**src/rtl/pwm_step_pkg.sv**
```systemverilog
package pwm_step_pkg;
   localparam int STEP_W  = 2;
   localparam int MULT_W  = 6;
   localparam int CODE_W  = 8;
   localparam int SLICE_W = 8;
   // largest slice-rate increment: 4^3 * 64
   localparam int INC_W   = 2 * ((1 << STEP_W) - 1) + MULT_W + 1;
   localparam int MAX_INC = 1 << (INC_W - 1);
   localparam int CTRL_W  = 8;
   localparam int POL_BASE = 2;
   localparam int EN_BASE  = 4;

   typedef struct packed {
      logic [STEP_W-1:0] step;
      logic [MULT_W-1:0] mult;
   } freq_byte_t;

   function automatic logic [INC_W-1:0] rate_increment(input freq_byte_t f);
      logic [INC_W-1:0] base;
      base = INC_W'(f.mult) + INC_W'(1);
      return base << (2 * f.step);
   endfunction
endpackage

```
**src/rtl/pwm_slice_tick.sv**
```systemverilog
module pwm_slice_tick
   import pwm_step_pkg::*;
#(
   parameter int SLICE_DIV = 4096
)(
   input  logic             clk,
   input  logic             rst_n,
   input  logic             run,
   input  logic [INC_W-1:0] inc,
   output logic             tick
);
   localparam int ACC_W = $clog2(2 * SLICE_DIV);
   localparam logic [ACC_W-1:0] DIV_V = ACC_W'(SLICE_DIV);

   logic [ACC_W-1:0] acc_q;
   logic [ACC_W-1:0] sum;
   logic             wrap;

   assign sum  = acc_q + ACC_W'(inc);
   assign wrap = (sum >= DIV_V);
   assign tick = run && wrap;

   always_ff @(posedge clk) begin
      if (!rst_n || !run)
         acc_q <= '0;
      else if (wrap)
         acc_q <= sum - DIV_V;
      else
         acc_q <= sum;
   end

   AST_ACC_BOUND: assert property (@(posedge clk) disable iff (!rst_n)
      acc_q < DIV_V);

   AST_IDLE_ACC_CLEAR: assert property (@(posedge clk) disable iff (!rst_n)
      !run |=> (acc_q == '0));
endmodule

```
**src/rtl/pwm_chan_core.sv**
```systemverilog
module pwm_chan_core
   import pwm_step_pkg::*;
#(
   parameter int SLICE_DIV = 4096,
   parameter bit REG_OUT   = 1'b1
)(
   input  logic              clk,
   input  logic              rst_n,
   input  logic              run,
   input  logic              pol_inv,
   input  logic [CODE_W-1:0] freq_byte,
   input  logic [CODE_W-1:0] duty_code,
   output logic              pwm_o
);
   logic [INC_W-1:0]   inc;
   logic               tick;
   logic [SLICE_W-1:0] slice_q;
   logic               active;
   logic               level;

   assign inc = rate_increment(freq_byte_t'(freq_byte));

   pwm_slice_tick #(.SLICE_DIV(SLICE_DIV)) u_tick (
      .clk  (clk),
      .rst_n(rst_n),
      .run  (run),
      .inc  (inc),
      .tick (tick)
   );

   always_ff @(posedge clk) begin
      if (!rst_n || !run)
         slice_q <= '0;
      else if (tick)
         slice_q <= slice_q + SLICE_W'(1);
   end

   assign active = (slice_q <= duty_code);
   assign level  = run && (active ^ pol_inv);

   generate
      if (REG_OUT) begin : g_reg_out
         logic out_q;
         always_ff @(posedge clk) begin
            if (!rst_n)
               out_q <= 1'b0;
            else
               out_q <= level;
         end
         assign pwm_o = out_q;

         AST_OFF_IS_LOW: assert property (@(posedge clk) disable iff (!rst_n)
            !run |=> !pwm_o);
         AST_FULL_DUTY_HIGH: assert property (@(posedge clk) disable iff (!rst_n)
            (run && !pol_inv && duty_code == 8'hFF) |=> pwm_o);
         AST_RESET_OUT_LOW: assert property (@(posedge clk)
            !rst_n |=> !pwm_o);
      end else begin : g_comb_out
         assign pwm_o = level;
      end
   endgenerate

   AST_SLICE_ADVANCE: assert property (@(posedge clk) disable iff (!rst_n)
      (run && tick) |=> (slice_q == $past(slice_q) + SLICE_W'(1)));
   AST_SLICE_HOLD_OFF: assert property (@(posedge clk)
      (!rst_n || !run) |=> (slice_q == '0));
endmodule

```
**src/rtl/stepped_pwm_bank.sv**
```systemverilog
module stepped_pwm_bank
   import pwm_step_pkg::*;
#(
   parameter int NUM_CH    = 4,
   parameter int SLICE_DIV = 4096,
   parameter bit REG_OUT   = 1'b1
)(
   input  logic                     clk,
   input  logic                     rst_n,
   input  logic [NUM_CH*CODE_W-1:0] freq_cfg,
   input  logic [NUM_CH*CODE_W-1:0] duty_cfg,
   input  logic [CTRL_W-1:0]        pol_ctrl,
   input  logic [CTRL_W-1:0]        en_ctrl,
   output logic [NUM_CH-1:0]        pwm_out
);
   generate
      if (NUM_CH < 1 || NUM_CH + EN_BASE > CTRL_W) begin : g_bad_ch
         $error("stepped_pwm_bank: NUM_CH out of range");
      end
      if (SLICE_DIV < MAX_INC) begin : g_bad_div
         $error("stepped_pwm_bank: SLICE_DIV below largest rate increment");
      end
   endgenerate

   generate
      for (genvar ch = 0; ch < NUM_CH; ch++) begin : g_ch
         pwm_chan_core #(.SLICE_DIV(SLICE_DIV), .REG_OUT(REG_OUT)) u_core (
            .clk      (clk),
            .rst_n    (rst_n),
            .run      (en_ctrl[EN_BASE + ch]),
            .pol_inv  (pol_ctrl[POL_BASE + ch]),
            .freq_byte(freq_cfg[ch*CODE_W +: CODE_W]),
            .duty_code(duty_cfg[ch*CODE_W +: CODE_W]),
            .pwm_o    (pwm_out[ch])
         );
      end
   endgenerate
endmodule

```
**config.mk**
```make
export PLATFORM = sky130hd
export DESIGN_NAME = stepped_pwm_bank
export DESIGN_NICKNAME = d
export VERILOG_FILES = /design/src/rtl/pwm_step_pkg.sv /design/src/rtl/pwm_slice_tick.sv /design/src/rtl/pwm_chan_core.sv /design/src/rtl/stepped_pwm_bank.sv
export SDC_FILE = /design/constraint.sdc
export NUM_CORES = 1
export LEC_CHECK = 0
export ABC_AREA = 1
export BUFFER_PORTS_ARGS = -buffer_cell sky130_fd_sc_hd__buf_2
export CAP_MARGIN = 10
export CORE_ASPECT_RATIO = 1.5
export CORE_MARGIN = 2
export CORE_UTILIZATION = 54
export CTS_CLUSTER_SIZE = 10
export DETAILED_ROUTE_END_ITERATION = 10
export PLACE_DENSITY = 0.84
export SETUP_SLACK_MARGIN = 0.3
export SYNTH_ARGS = -nofsm -noshare
export SYNTH_HDL_FRONTEND = slang
export SYNTH_HIERARCHICAL = 1
export SYNTH_SLANG_ARGS = --single-unit
export TNS_END_PERCENT = 30
```
**constraint.sdc**
```tcl
create_clock -name clk -period 3.6 [get_ports clk]
set_input_delay 1.08 -clock clk [delete_from_list [all_inputs] [get_ports clk]]
set_output_delay 1.08 -clock clk [all_outputs]
set_load 0.01 [all_outputs]
```
==> reports/summary.txt, run 1 <==
status: finished clean
hold depth: 2
IO Port Bufs: 77
Core Rows: 52
# H-tree levels: 3
worst flop-to-flop path endpoint: g_ch[1].u_core/slice_q[7]
gr usage total: 23.4%
Worst EP arrival: 3.62 ns
Post-Syn Instances: 1232
first-pass GRT wire length: 28800 um
wire length per cell: 12.0 um
HP Start: g_ch[3].u_core/slice_q[7]
Max stage delay cell, worst path: ha_1
reg2reg start: g_ch[1].u_core/u_tick/acc_q[0]
nets: 1570
Buffers & Inverters on Critical Path: 2
routed vias/inst: 5.14
Synthesis Warnings: 6
Setup TNS: 0 ns
required time worst endpoint: 3.84 ns
max-cap viol count: 0
crit-path leading delay family: simple AND/OR/NAND/NOR gates
Final Hold Viols: 0
post-synthesis sequential area ratio: 23.4%
RSZ-0062 raised after global routing: yes
Die Wd: 100 um
Power, Total: 0.00284 W
DPL Wire Length: 13800 um
Worst Setup SP: freq_cfg[10]
Initial Utilization: 55.6%
drt pass-1 iters: 6
Layout area overhead: 27.9%
placed inst area: 8610 um2
root buf cell: clkbuf_16
chip height: 149 um
Syn Area/Cell: 6.11 um2
Sink Count: 88
worst hold path class: register to register
total grt overflow: 0
fin util: 71.2%
PnR worst setup slack: 0.220 ns
type of the worst setup path: input pin to register
R2R depth: 16
#FFs+latches synth: 88
Mapped Area: 7530 um2
Die ar.: 14900 um2
Worst-path clk slew: 0.06 ns
critical path fanouts, max: 5
Worst VDD drop: 0.208 mV
commonest non-fill, non-tap cells in the layout: 327 x nand2_1, 200 x inv_1, 155 x nor2_1
vias in the first global route: 7300
DR iter-0 viols: 261
Total Wirelength: 18800 um
Finish-stage setup viols: 0
antenna-violating nets left: 0
worst-path cell chain: clkbuf_4 -> nand4_4 -> o21ai_2 -> nand3_1 -> mux2i_1 -> ha_1 -> nand2_1 -> nand2_1 -> inv_1 -> nand2_2 -> nand2_2 -> nand3_4 -> nand2_2 -> nand2_2 -> nor2_4 -> nand2_2 -> nor2_4 -> nand2_2 -> nor2_4 -> nand4_1 -> nand2_1 -> a21oi_1
DRC: 0
Stages on worst setup path: 22
Core ar.: 13500 um2
syn nets: 1406
slowest stage delay, CP: 0.30 ns
r2r setup slk: 1.22 ns
detailed-route via count: 8021
crit end category: register
P_leak: 5.17 nW
CTS Buffer Depth: 2
initial antenna violation count: 0
period utilization: 93.9%
last element of the critical path: g_ch[1].u_core/slice_q[7]
Setup Skew: 0.00692 ns
share of cells above drive strength 1: 22.1%
Num CTS Buffers: 9
gp weighted congestion: 0.900
fmax: 0.296 GHz
Clock Latency Late Sink: 0.35 ns
largest net degree at the start of global routing: 14
design area: 9630 um2
max-slew violations: 0
Worst setup SP type: input pin
PwrDens: 295 nW/um2
fill count: 1078
commonest non-fill, non-tap cell in the layout: nand2_1
CTS tree: done
number of I/O pins: 86
most numerous cell on the critical path: nand2_2
Min Clock Period, post-route: 3.38 ns
Unique masters post-synth: 29
Place WS: -0.183 ns
-- per-stage QoR --
step / cells / hold WS, ns
2_1_floorplan: 1232 / 0.438
3_3_place_gp: 1531 / 0.454
3_5_place_dp: 1531 / 0.460
4_1_cts: 1550 / 0.470
5_1_grt: 1561 / 0.477
6_report: 1562 / 0.466
-- worst min-delay path by stage --
stage	end	slack, ns
6_report	g_ch[3].u_core/slice_q[7]	0.47
5_1_grt	g_ch[2].u_core/slice_q[7]	0.48
4_1_cts	g_ch[3].u_core/slice_q[7]	0.47
3_5_place_dp	g_ch[3].u_core/slice_q[7]	0.46
3_3_place_gp	g_ch[0].u_core/slice_q[7]	0.45
2_1_floorplan	g_ch[0].u_core/slice_q[7]	0.44
-- what timing repair did --
action                     in CTS  in global routing
hold buffers                    0                  0
resized for setup              11                139
pin swaps                      11                 88
setup buffers                   5                 11
setup endpoints to repair      10                 30
-- Yosys cell counts --
library cell	number	area share [%]
clkinv_1	4	0.20
nor2_4	4	0.60
mux2i_1	4	0.53
nand2_1	356	18
inv_1	204	10
a21o_1	4	0.40
nor3_1	8	0.53
nor4_1	4	0.33
conb_1	4	0.20
a31oi_1	4	0.33
xor2_1	4	0.47
buf_4	4	0.40
and2_0	4	0.33
dfxtp_1	88	23
fa_1	4	1.1
nor2_1	172	8.6
clkbuf_1	4	0.20
nand3_2	8	1.1
o21ai_2	4	0.47
nand2_2	12	1.0
xnor2_1	8	0.93
a21oi_1	76	5.1
nor2_2	8	0.66
o21ai_0	40	2.7
nand4_1	12	1.0
nand4_2	4	0.66
nand3_1	84	5.6
ha_1	88	15
o21ai_1	12	0.80
-- worst reg2reg max path: cells and delay by family (launching register included) --
family	cells	cell delay [ns]
flops	1	0.31
simple gates	13	1.27
compound gates	1	0.04
fa+ha+maj	2	0.65
-- power by group --
part,switching (W),leakage (nW),internal (W)
clock,0.000392,0.148,0.000620
combinational,0.000450,4.30,0.000352
sequential,0.0000180,0.716,0.00101
total,0.000860,5.17,0.00198
-- cell families after synthesis --
family,Yosys count,synth area share [%]
fa+ha+maj,92,15.7
xor+xnor,12,1.40
mux,4,0.532
simple gates,676,38.1
flops,88,23.4
buf+inv,216,11.0
compound gates,140,9.71
other cells,4,0.199
-- flip-flops by register name, summed over array words and instances, names as in the netlist --
signal,flops
g_ch.u_core/slice_q,32
g_ch.u_core/pwm_o,4
g_ch.u_core/u_tick/acc_q,52
-- cell type report --
| cell class | count | area (um2) | area share (%) |
|---|---|---|---|
| Clock buffer | 11 | 243 | 2.52 |
| Sequential cell | 88 | 1760 | 18.3 |
| Tap cell | 162 | 203 | 2.10 |
| Clock inverter | 3 | 67.6 | 0.702 |
| Timing Repair Buffer | 161 | 1080 | 11.3 |
| Multi-Input combinational cell | 928 | 5480 | 57.0 |
| Inverter | 208 | 785 | 8.15 |
| Antenna cell | 1 | 2.50 | 0.0260 |
-- routing by layer --
metal / track usage [%] / up-vias / wire, um
met1: 24.2 / 3587 / 7300
li1: - / 4214 / -
met4: 10.1 / 0 / 555
met2: 45.4 / 171 / 10300
met5: 0 / - / 0
met3: 3.38 / 49 / 667
Note: power is estimated with default switching activity, not from simulation.
==> inputs of run 2 (changes only) <==
Settings changed: CAP_MARGIN 10 to 20, CTS_CLUSTER_DIAMETER set to 200, PLACE_DENSITY 0.84 to 0.78.
==> reports/summary.txt, run 2 (synthesized netlist as in run 1, its figures left out) <==
most numerous cell on the critical path: nor2_4
Setup Skew: 0.00828 ns (+0.00137 ns)
required time worst endpoint: 3.85 ns (about the same)
fmax: 0.292 GHz (-1.2%)
worst hold path class: register to register
RSZ-0062 raised after global routing: yes
Sink Count: 88 (unchanged)
Core Rows: 52 (unchanged)
n_diodes: 0 (-1)
initial antenna violation count: 0 (unchanged)
fill count: 1104 (+2.4%)
nets: 1588 (+1.1%)
detailed-route via count: 8122 (+1.3%)
Max stage delay cell, worst path: ha_4
chip height: 149 um (unchanged)
Top Usage Layer GRT: met2
DPL Wire Length: 14000 um (+1.2%)
largest net degree at the start of global routing: 15 (+1)
total grt overflow: 0 (unchanged)
Hold-fix buffers, CTS: 0 (unchanged)
number of I/O pins: 86 (unchanged)
gp weighted congestion: 0.881 (-2.1%)
met2 GRT Util: 48.0% (+2.6 points)
max-slew violations: 0 (unchanged)
antenna-violating nets left: 0 (unchanged)
max-cap viol count: 0 (unchanged)
drt pass-1 iters: 4 (-2)
# H-tree levels: 3 (unchanged)
IO Port Bufs: 77 (unchanged)
Multi-input gate area: 5520 um2 (+0.68%)
slowest stage delay, CP: 0.29 ns (about the same)
Buffers & Inverters on Critical Path: 3 (+1)
type of the worst setup path: input pin to register
Top reg by flops: g_ch.u_core/u_tick/acc_q
placed inst area: 8680 um2 (+0.78%)
crit end category: register
Final Non-Filler Cells: 1581 (+1.2%)
CTS Buffer Depth: 2 (unchanged)
Num CTS Buffers: 9 (unchanged)
Initial Utilization: 55.6% (unchanged)
Total Wirelength: 19200 um (+2.1%)
Largest register FFs: 52 (unchanged)
P_leak: 5.26 nW (+1.7%)
Finish-stage setup viols: 0 (unchanged)
Worst setup SP type: input pin
Worst VDD drop: 0.252 mV (+21%)
Post-Place Cells: 1540 (+0.59%)
commonest non-fill, non-tap cell in the layout: nand2_1
crit-path leading delay family: simple AND/OR/NAND/NOR gates
first-pass GRT wire length: 29800 um (+3.4%)
routed vias/inst: 5.14 (about the same)
wire length per cell: 12.1 um (+0.86%)
status: finished clean
root buf cell: clkbuf_16
Clock Latency Late Sink: 0.34 ns (about the same)
Worst EP arrival: 3.67 ns (+0.05 ns)
DRC: 0 (unchanged)
Min Clock Period, post-route: 3.42 ns (+0.0423 ns)
GRT met1 Usage: 25.1% (+0.91 points)
Die ar.: 14900 um2 (unchanged)
Final Hold Viols: 0 (unchanged)
register area: 1760 um2 (unchanged)
CTS tree: done
gr usage total: 24.3% (+0.96 points)
vias in the first global route: 7361 (+0.84%)
Global Route met3 Usage: 3.67% (+0.28 points)
share of cells above drive strength 1: 23.0% (+0.89 points)
critical path fanouts, max: 4 (-1)
commonest non-fill, non-tap cells in the layout: 338 x nand2_1, 202 x inv_1, 153 x nor2_1
Die Wd: 100 um (unchanged)
DR iter-0 viols: 298 (+14%)
PwrDens: 295 nW/um2 (-0.25%)
period utilization: 95.1% (+1.2 points)
Core ar.: 13500 um2 (unchanged)
design area: 9820 um2 (+2.0%)
Layout area overhead: 30.4%
worst-path cell chain: buf_4 -> ha_4 -> buf_6 -> xnor2_4 -> nor2_2 -> a31oi_2 -> o21ai_2 -> ha_4 -> nand2_2 -> nor2_4 -> nand3_2 -> nand3_4 -> buf_6 -> nor2_2 -> nor2_4 -> nand2_2 -> nor2_4 -> nand2_2 -> nor2_4 -> nand4_1 -> nand2_1 -> a21oi_2
Worst-path clk slew: 0.07 ns (about the same)
## run 2: cell types whose count changed in the layout (fill, tap and decap cells not counted), moves of 4 or more
cell,before,now
buf_4,83,101
nand2_1,327,338
nand2_2,39,29
nand3_2,16,20
o21ai_1,15,11
## run 2: worst paths after layout
path | startpoint | end | slack, ns | depth (start not counted)
worst max-delay path | freq_cfg[9] | g_ch[1].u_core/slice_q[7] | 0.18 | 22
worst min-delay path | g_ch[0].u_core/slice_q[7] | g_ch[0].u_core/slice_q[7] | 0.47 | 2
worst max register to register | g_ch[1].u_core/u_tick/acc_q[0] | g_ch[1].u_core/slice_q[7] | 1.29 | 16
worst min register to register | g_ch[0].u_core/slice_q[7] | g_ch[0].u_core/slice_q[7] | 0.47 | 2
## run 2: repair_timing
action / CTS / global route
endpoints found under the hold margin: 0 / 0
gates cloned: 0 / 0
buffers inserted: 12 / 13
pin swaps: 18 / 71
setup endpoints to repair: 10 / 26
gates resized for setup: 25 / 113
## run 2: cell type report
| type | instances | area share, % |
|---|---|---|
| multi-input combinational | 928 | 56.2 |
| sequential | 88 | 17.9 |
| timing repair buffer | 179 | 12.4 |
| inverter | 208 | 7.95 |
| clock buffer | 12 | 2.61 |
| tap | 162 | 2.06 |
| clock inverter | 4 | 0.777 |
## run 2: through the flow
| step | power (W) | hold WS, ns | utilization, % | TNS (ns) | setup WS (ns) |
|---|---|---|---|---|---|
| floorplan | 0.00147 | 0.438 | - | 0 | 0.294 |
| global placement | 0.00171 | 0.453 | 64.1 | -0.527 | -0.119 |
| detailed placement | 0.00173 | 0.463 | 64.1 | -1.21 | -0.181 |
| CTS | 0.00280 | 0.473 | 68.0 | 0 | 0.267 |
| global route | 0.00306 | 0.498 | 72.5 | 0 | 0.0203 |
| finish | 0.00289 | 0.470 | 72.5 | 0 | 0.178 |
## run 2: where the power goes
part / internal [W] / switching [W]
Clock: 0.000648 / 0.000402
Combinational: 0.000363 / 0.000449
Sequential: 0.00101 / 0.0000186
Total: 0.00202 / 0.000870
## run 2: metal layers
layer,wire length (um),part of all wire [%]
met4,618,3.2
met3,525,2.7
met5,0,0
met1,7540,39
met2,10500,55
## run 2: worst reg2reg max path: cells and delay by family (launching register included)
family                     cells  cell delay, ns
and+or+nand+nor               13            1.25
adders and majority gates      2            0.63
DFF                            1            0.30
AOI/OAI and AO/OA              1            0.03
